===== config.mk =====
export PLATFORM = sky130hd
export DESIGN_NAME = auxmon_top
export DESIGN_NICKNAME = d
export VERILOG_FILES = /design/src/rtl/auxmon_pkg.sv /design/src/rtl/auxmon_cfg.sv /design/src/rtl/auxmon_filter.sv /design/src/rtl/auxmon_ctrl.sv /design/src/rtl/auxmon_flags.sv /design/src/rtl/auxmon_top.sv
export SDC_FILE = /design/constraint.sdc
export NUM_CORES = 1
export LEC_CHECK = 0
export ABC_CLOCK_PERIOD_IN_PS = 12700
export BUFFER_PORTS_ARGS = -buffer_cell sky130_fd_sc_hd__buf_2
export CORE_ASPECT_RATIO = 0.8
export CORE_UTILIZATION = 35
export DETAILED_ROUTE_END_ITERATION = 7
export SYNTH_ARGS = -nofsm -noshare
export SYNTH_HDL_FRONTEND = slang
export SYNTH_SLANG_ARGS = --single-unit

===== constraint.sdc =====
create_clock -name clk -period 12.7 [get_ports clk]
set_clock_uncertainty 0.1 [all_clocks]
set_input_delay 0 -clock clk [delete_from_list [all_inputs] [get_ports clk]]
set_output_delay 0 -clock clk [all_outputs]
set_load 0.01 [all_outputs]

===== src/rtl/auxmon_pkg.sv =====
package auxmon_pkg;
    parameter int SMP_W    = 10;
    parameter int SRC_W    = 3;
    parameter int COEF_W   = 4;
    parameter int COEF_MAX = 9;
    parameter int CFG_W    = 10;

    localparam int CTL_SRC_LSB  = 0;
    localparam int CTL_AVG_BIT  = 3;
    localparam int CTL_COEF_LSB = 4;
    localparam int CTL_HIEN_BIT = 8;
    localparam int CTL_LOEN_BIT = 9;

    typedef enum logic [1:0] {
        ST_IDLE  = 2'd0,
        ST_PRIME = 2'd1,
        ST_BELOW = 2'd2,
        ST_ABOVE = 2'd3
    } ch_state_e;

    typedef enum logic [1:0] {
        REG_CTRL   = 2'd0,
        REG_THR_HI = 2'd1,
        REG_THR_LO = 2'd2,
        REG_SPARE  = 2'd3
    } cfg_reg_e;

    typedef struct packed {
        logic [SRC_W-1:0]  src;
        logic              avg_en;
        logic [COEF_W-1:0] coef;
        logic              irq_hi_en;
        logic              irq_lo_en;
        logic [SMP_W-1:0]  thr_hi;
        logic [SMP_W-1:0]  thr_lo;
    } ch_cfg_t;

    function automatic logic [COEF_W-1:0] clamp_coef(input logic [COEF_W-1:0] v);
        if (v > COEF_W'(COEF_MAX))
            return COEF_W'(COEF_MAX);
        return v;
    endfunction
endpackage


===== src/rtl/auxmon_cfg.sv =====
module auxmon_cfg
    import auxmon_pkg::*;
#(
    parameter int CH  = 2,
    parameter int CHW = 1
) (
    input  logic             clk,
    input  logic             rst_n,
    input  logic             we_i,
    input  logic [CHW-1:0]   ch_i,
    input  logic [1:0]       reg_i,
    input  logic [CFG_W-1:0] wdata_i,
    output ch_cfg_t          cfg_o [CH]
);
    for (genvar c = 0; c < CH; c++) begin : g_ch
        ch_cfg_t cfg_q;
        always_ff @(posedge clk) begin
            if (!rst_n) begin
                cfg_q.src       <= '0;
                cfg_q.avg_en    <= 1'b0;
                cfg_q.coef      <= '0;
                cfg_q.irq_hi_en <= 1'b0;
                cfg_q.irq_lo_en <= 1'b0;
                cfg_q.thr_hi    <= '1;
                cfg_q.thr_lo    <= '0;
            end else if (we_i && (ch_i == CHW'(c))) begin
                case (reg_i)
                    REG_CTRL: begin
                        cfg_q.src       <= wdata_i[CTL_SRC_LSB +: SRC_W];
                        cfg_q.avg_en    <= wdata_i[CTL_AVG_BIT];
                        cfg_q.coef      <= clamp_coef(wdata_i[CTL_COEF_LSB +: COEF_W]);
                        cfg_q.irq_hi_en <= wdata_i[CTL_HIEN_BIT];
                        cfg_q.irq_lo_en <= wdata_i[CTL_LOEN_BIT];
                    end
                    REG_THR_HI: cfg_q.thr_hi <= wdata_i[SMP_W-1:0];
                    REG_THR_LO: cfg_q.thr_lo <= wdata_i[SMP_W-1:0];
                    default: ;
                endcase
            end
        end
        assign cfg_o[c] = cfg_q;
    end
endmodule


===== src/rtl/auxmon_filter.sv =====
module auxmon_filter
    import auxmon_pkg::*;
#(
    parameter int FW = 10
) (
    input  logic              clk,
    input  logic              rst_n,
    input  logic              accept_i,
    input  logic              first_i,
    input  logic              avg_en_i,
    input  logic [COEF_W-1:0] coef_i,
    input  logic [SMP_W-1:0]  sample_i,
    output logic [SMP_W-1:0]  rd_next_o,
    output logic [SMP_W-1:0]  rd_o
);
    localparam int AW = SMP_W + FW;

    logic [AW-1:0]       acc_q, acc_d, target;
    logic signed [AW:0]  diff, step;
    logic [COEF_W:0]     shamt;

    always_comb begin
        target = {sample_i, {FW{1'b0}}};
        shamt  = (COEF_W+1)'(coef_i) + (COEF_W+1)'(1);
        diff   = $signed({1'b0, target}) - $signed({1'b0, acc_q});
        step   = diff >>> shamt;
        if (first_i || !avg_en_i)
            acc_d = target;
        else
            acc_d = AW'({1'b0, acc_q} + $unsigned(step));
    end

    always_ff @(posedge clk) begin
        if (!rst_n)
            acc_q <= '0;
        else if (accept_i)
            acc_q <= acc_d;
    end

    assign rd_next_o = acc_d[AW-1:FW];
    assign rd_o      = acc_q[AW-1:FW];
endmodule


===== src/rtl/auxmon_ctrl.sv =====
module auxmon_ctrl
    import auxmon_pkg::*;
(
    input  logic             clk,
    input  logic             rst_n,
    input  logic             active_i,
    input  logic             vld_i,
    input  logic [SMP_W-1:0] rd_next_i,
    input  logic [SMP_W-1:0] thr_hi_i,
    input  logic [SMP_W-1:0] thr_lo_i,
    output logic             accept_o,
    output logic             first_o,
    output logic             ev_hi_o,
    output logic             ev_lo_o
);
    ch_state_e st_q, st_d;

    assign first_o = (st_q == ST_IDLE) || (st_q == ST_PRIME);

    always_ff @(posedge clk) begin
        if (!rst_n)
            st_q <= ST_IDLE;
        else
            st_q <= st_d;
    end

    always_comb begin
        st_d     = st_q;
        accept_o = active_i && vld_i;
        ev_hi_o  = 1'b0;
        ev_lo_o  = 1'b0;
        if (!active_i) begin
            st_d = ST_IDLE;
        end else begin
            unique case (st_q)
                ST_IDLE, ST_PRIME: begin
                    if (vld_i) begin
                        if (rd_next_i > thr_hi_i) begin
                            st_d    = ST_ABOVE;
                            ev_hi_o = 1'b1;
                        end else begin
                            st_d = ST_BELOW;
                        end
                    end else begin
                        st_d = ST_PRIME;
                    end
                end
                ST_BELOW: begin
                    if (vld_i && (rd_next_i > thr_hi_i)) begin
                        st_d    = ST_ABOVE;
                        ev_hi_o = 1'b1;
                    end
                end
                ST_ABOVE: begin
                    if (vld_i && (rd_next_i < thr_lo_i)) begin
                        st_d    = ST_BELOW;
                        ev_lo_o = 1'b1;
                    end
                end
            endcase
        end
    end
endmodule


===== src/rtl/auxmon_flags.sv =====
module auxmon_flags #(
    parameter int CH = 2
) (
    input  logic            clk,
    input  logic            rst_n,
    input  logic            clr_i,
    input  logic [CH-1:0]   ev_hi_i,
    input  logic [CH-1:0]   ev_lo_i,
    input  logic [2*CH-1:0] mask_i,
    output logic [2*CH-1:0] flags_o,
    output logic            irq_o
);
    logic [2*CH-1:0] flg_q, ev_vec;

    for (genvar c = 0; c < CH; c++) begin : g_ev
        assign ev_vec[2*c]   = ev_hi_i[c];
        assign ev_vec[2*c+1] = ev_lo_i[c];
    end

    always_ff @(posedge clk) begin
        if (!rst_n)
            flg_q <= '0;
        else if (clr_i)
            flg_q <= ev_vec;
        else
            flg_q <= flg_q | ev_vec;
    end

    assign flags_o = flg_q;
    assign irq_o   = |(flg_q & mask_i);
endmodule


===== src/rtl/auxmon_top.sv =====
module auxmon_top
    import auxmon_pkg::*;
#(
    parameter int CH  = 2,
    parameter int FW  = 10,
    parameter int CHW = (CH > 1) ? $clog2(CH) : 1
) (
    input  logic                clk,
    input  logic                rst_n,
    input  logic                bias_en,
    input  logic                cfg_we,
    input  logic [CHW-1:0]      cfg_ch,
    input  logic [1:0]          cfg_reg,
    input  logic [CFG_W-1:0]    cfg_wdata,
    input  logic [CH-1:0]       smp_vld,
    input  logic [CH*SMP_W-1:0] smp_data,
    input  logic                stat_clr,
    output logic [CH*SMP_W-1:0] avg_out,
    output logic [2*CH-1:0]     flags,
    output logic                irq
);
    ch_cfg_t             cfg [CH];
    logic [CH-1:0]       src_on, ev_hi, ev_lo;
    logic [2*CH-1:0]     mask_vec;
    logic [CH*SMP_W-1:0] hi_flat, lo_flat;

    auxmon_cfg #(.CH(CH), .CHW(CHW)) u_cfg (
        .clk(clk), .rst_n(rst_n), .we_i(cfg_we), .ch_i(cfg_ch),
        .reg_i(cfg_reg), .wdata_i(cfg_wdata), .cfg_o(cfg)
    );

    for (genvar c = 0; c < CH; c++) begin : g_chan
        logic             accept, first;
        logic [SMP_W-1:0] rd_next, rd;

        assign src_on[c]             = bias_en && (cfg[c].src != '0);
        assign mask_vec[2*c]         = cfg[c].irq_hi_en;
        assign mask_vec[2*c+1]       = cfg[c].irq_lo_en;
        assign hi_flat[c*SMP_W +: SMP_W] = cfg[c].thr_hi;
        assign lo_flat[c*SMP_W +: SMP_W] = cfg[c].thr_lo;

        auxmon_filter #(.FW(FW)) u_filt (
            .clk(clk), .rst_n(rst_n), .accept_i(accept), .first_i(first),
            .avg_en_i(cfg[c].avg_en), .coef_i(cfg[c].coef),
            .sample_i(smp_data[c*SMP_W +: SMP_W]),
            .rd_next_o(rd_next), .rd_o(rd)
        );

        auxmon_ctrl u_ctrl (
            .clk(clk), .rst_n(rst_n), .active_i(src_on[c]), .vld_i(smp_vld[c]),
            .rd_next_i(rd_next), .thr_hi_i(cfg[c].thr_hi), .thr_lo_i(cfg[c].thr_lo),
            .accept_o(accept), .first_o(first), .ev_hi_o(ev_hi[c]), .ev_lo_o(ev_lo[c])
        );

        assign avg_out[c*SMP_W +: SMP_W] = rd;
    end

    auxmon_flags #(.CH(CH)) u_flags (
        .clk(clk), .rst_n(rst_n), .clr_i(stat_clr), .ev_hi_i(ev_hi),
        .ev_lo_i(ev_lo), .mask_i(mask_vec), .flags_o(flags), .irq_o(irq)
    );
endmodule


==> PnR_summary.wiki <==
{| class="wikitable"
! Metric !! Value
|-
| Outcome || complete, but fails checks
|-
| Violations in the final reports || negative hold slack
|-
| CTS max path bufs || 2
|-
| Synth-to-layout area growth || 9.07%
|-
| Slowest stage delay, CP || between 0.5 and 0.6 ns
|-
| Worst-margin pin slew || ~1.1 ns
|-
| Top Ports || between 60 and 70
|-
| Worst slew slack as a fraction of its limit || 0.281
|-
| Cell count after synthesis || about 1500
|-
| Width of the die || roughly 200 um
|-
| Clock tree root buffer cell || clkbuf_16
|-
| HP Class || input port to flop
|-
| Library cells used by synthesis || 84
|-
| Per-instance average area after synthesis || 7.22 um2
|-
| H-tree depth || 3
|-
| Crit Path Category || flop to flop
|-
| Weighted congestion at the end of routability-driven global placement || around 0.95
|-
| Area after DPL || approximately 12000 um2
|-
| Number of hold violations in the final report || 7
|-
| Number of buffers created by CTS || 9
|-
| CP Data Required Time || between 10 and 15 ns
|-
| Commonest non-fill, non-tap cell in the layout || nand2_1
|-
| Most numerous cell on the critical path || nor2_1
|-
| Number of antenna violations at the first check in global routing || 2
|-
| Number of gates resized after cts || 0
|-
| CTS tree || yes
|-
| Share of flip-flops with an asynchronous set or reset || 0
|-
| Final global-route overflow total || 0
|-
| Via count of the first global-routing pass || about 10000
|-
| Crit path time final || roughly 8 ns
|-
| Post-layout net count || 1681
|-
| Number of violations of the max-capacitance limit || 0
|-
| Static leakage power || between 5 and 6 nW
|-
| Share of final-layout standard cells stronger than drive strength 1 || 0.0940
|-
| Detailed-placement wirelength estimate || 27400 um
|-
| Global Route Usage Sum || 0.216
|-
| Area of the die || about 32000 um2
|-
| Placeable core area || 30700 um2
|-
| RSZ-0062 raised after global routing || false
|-
| DRC marker count from the first detailed-route iteration || 1011
|-
| Pwr Density || 77.5 nW/um2
|-
| Worst Hold Slack || -0.0227 ns
|-
| Netlist area before placement || 11000 um2
|-
| Period utilization || 0.640
|-
| Synthesis-stage register bit count || approximately 110
|-
| Startpoint kind of the worst setup timing path || flop
|-
| Post-route design area || around 12000 um2
|-
| Number of non-filler instances in the completed layout || between 1500 and 2000
|-
| Peak supply drop || ~0.000075 V
|-
| Main flop type after synthesis || dfxtp_1
|-
| DRT Pass-1 Iters || 8
|-
| Number of max-slew violations in the final report || 0
|-
| First-pass GRT wire length || 56500 um
|-
| Total setup violations reported at the end of the flow || 0
|-
| Data arrival time of the worst path || just over 8 ns
|-
| Core utilization of the finished layout || 0.393
|-
| Number of rows created at floorplan || 57
|-
| Post-synth EDFFs || 0
|-
| Post-CTS Setup Bufs || 0
|-
| Commonest cells after routing, fill and taps aside || nand2_1, a21oi_1, nor2_1
|-
| Clock-pin transition on the worst setup and hold timing paths || ~0.090 ns
|-
| Clock latency on the worst-skew pair || roughly 0.36 ns
|-
| Effective utilization at floorplan || 0.360
|-
| Wire length per cell || roughly 18 um
|-
| DIE HEIGHT || around 160 um
|-
| Vias after detailed routing || 11167
|-
| Flop-to-flop setup slack || around 4.6 ns
|-
| Placed Instances || 1920
|-
| Part of the Yosys area used for sequential elements || 0.196
|-
| CP Max Fanout || 7
|-
| Number of warning messages in the yosys log || 0
|-
| Routed vias/inst || 5.71
|-
| Total wirelength of the detailed-routed design || about 35000 um
|-
| Input/output buffers || 64
|-
| Slowest library cell on the worst path || mux4_2
|-
| Crit end category || flop
|-
| Pin count of the biggest net entering global routing || 65
|-
| Residual antenna-violating net count after detailed routing || 0
|-
| DRC Markers || 0
|-
| Max Clk Rate || 123 MHz
|-
| Setup TNS || 0 ns
|-
| Number of clock sinks || ~110
|-
| Post-synth net total || between 1500 and 2000
|}
==> cells by family (layout without fill, tap and decap cells) <==
logic type	after synthesis	count (layout)	synth area share
AND/OR/NAND/NOR	538	538	0.223
AO/OA/AOI/OAI	475	475	0.287
buffers and inverters	192	206	0.0730
flip-flops	108	108	0.196
adder cells (fa/ha/maj)	104	104	0.119
XOR/XNOR	64	64	0.0515
multiplexers	47	47	0.0504
other	0	2	0
==> path summary, 6_finish.rpt <==
check	startpoint	end	cells after the start
max	g_chan[1].u_filt.acc_q[10]	g_chan[1].u_ctrl.st_q[0]	29
min	cfg_reg[1]	u_cfg.cfg_o[23]	4
max reg2reg	g_chan[1].u_filt.acc_q[10]	g_chan[1].u_ctrl.st_q[0]	29
min reg2reg	u_cfg.cfg_o[59]	u_cfg.cfg_o[59]	2
==> repair_timing <==
item,CTS,global route
hold endpoints to repair,64,0
hold buffers,18,0
setup endpoints to repair,0,0
==> layer usage <==
metal  global-route usage  vias to the layer above  part of all wire
met5                    0                        -                 0
met4               0.0448                        0             0.015
met3               0.0306                       34             0.052
met2                0.310                      342              0.41
met1                0.335                     5235              0.53
li1                     -                     5556                 -
==> stage by stage <==
step,power [mW],setup slack (ns)
2_1_floorplan,0.562,6.07
3_3_place_gp,0.635,4.69
3_5_place_dp,0.637,4.70
4_1_cts,0.939,4.68
5_1_grt,0.985,3.96
6_report,0.933,4.57
==> power by group <==
part | leakage [nW] | internal [mW] | total [mW] | switching [mW]
combinational | 4.04 | 0.112 | 0.292 | 0.180
clock | 0.144 | 0.140 | 0.292 | 0.152
sequential | 0.874 | 0.345 | 0.348 | 0.00389
total | 5.05 | 0.597 | 0.933 | 0.336
==> registers in the layout, indices dropped and copies added, names as in the netlist <==
signal and flops:
u_cfg.cfg_o 60, g_chan.u_ctrl.st_q 4, u_flags.flags_o 4, g_chan.u_filt.acc_q 40
==> cell type report <==
cell class,count,area [um2]
diodes,2,5.00
clock buffers,9,225
clock inverters,7,77.6
fillers,3277,18600
inverters,91,342
multi-input cells,1228,8080
flip-flops and latches,108,2160
well taps,413,517
repair buffers,99,628
==> critical path, delay by kind of cell (launching register included) <==
kind / cells / cell delay, ns
AOI/OAI and AO/OA: 12 / 3.70
xor gates and xnor gates: 2 / 0.41
adders and majority gates: 3 / 1.19
buffers and inverters: 1 / 0.08
DFF: 1 / 0.46
muxes: 2 / 0.72
and+or+nand+nor: 9 / 1.38
==> synth_stat cells, types with 13 or more instances <==
library cell	n	share of area
clkbuf_1	71	0.024
a22oi_1	18	0.012
nand4_1	15	0.0085
mux2i_1	23	0.021
a211oi_1	34	0.023
nand2_1	214	0.073
buf_4	20	0.014
nor2_1	137	0.047
xnor2_1	33	0.026
xor2_1	30	0.024
nor2b_1	20	0.011
ha_1	102	0.12
a31oi_1	20	0.011
mux2_2	18	0.018
and3_1	16	0.0091
o21ai_0	58	0.026
a21o_1	32	0.022
nor4_1	13	0.0074
nand3_1	36	0.016
dfxtp_1	108	0.20
o21a_1	14	0.0095
a21oi_1	143	0.065
o21ai_1	14	0.0063
inv_1	89	0.030
nor3_1	35	0.016
o211ai_1	38	0.026
Note: power is estimated with default switching activity, not from simulation.
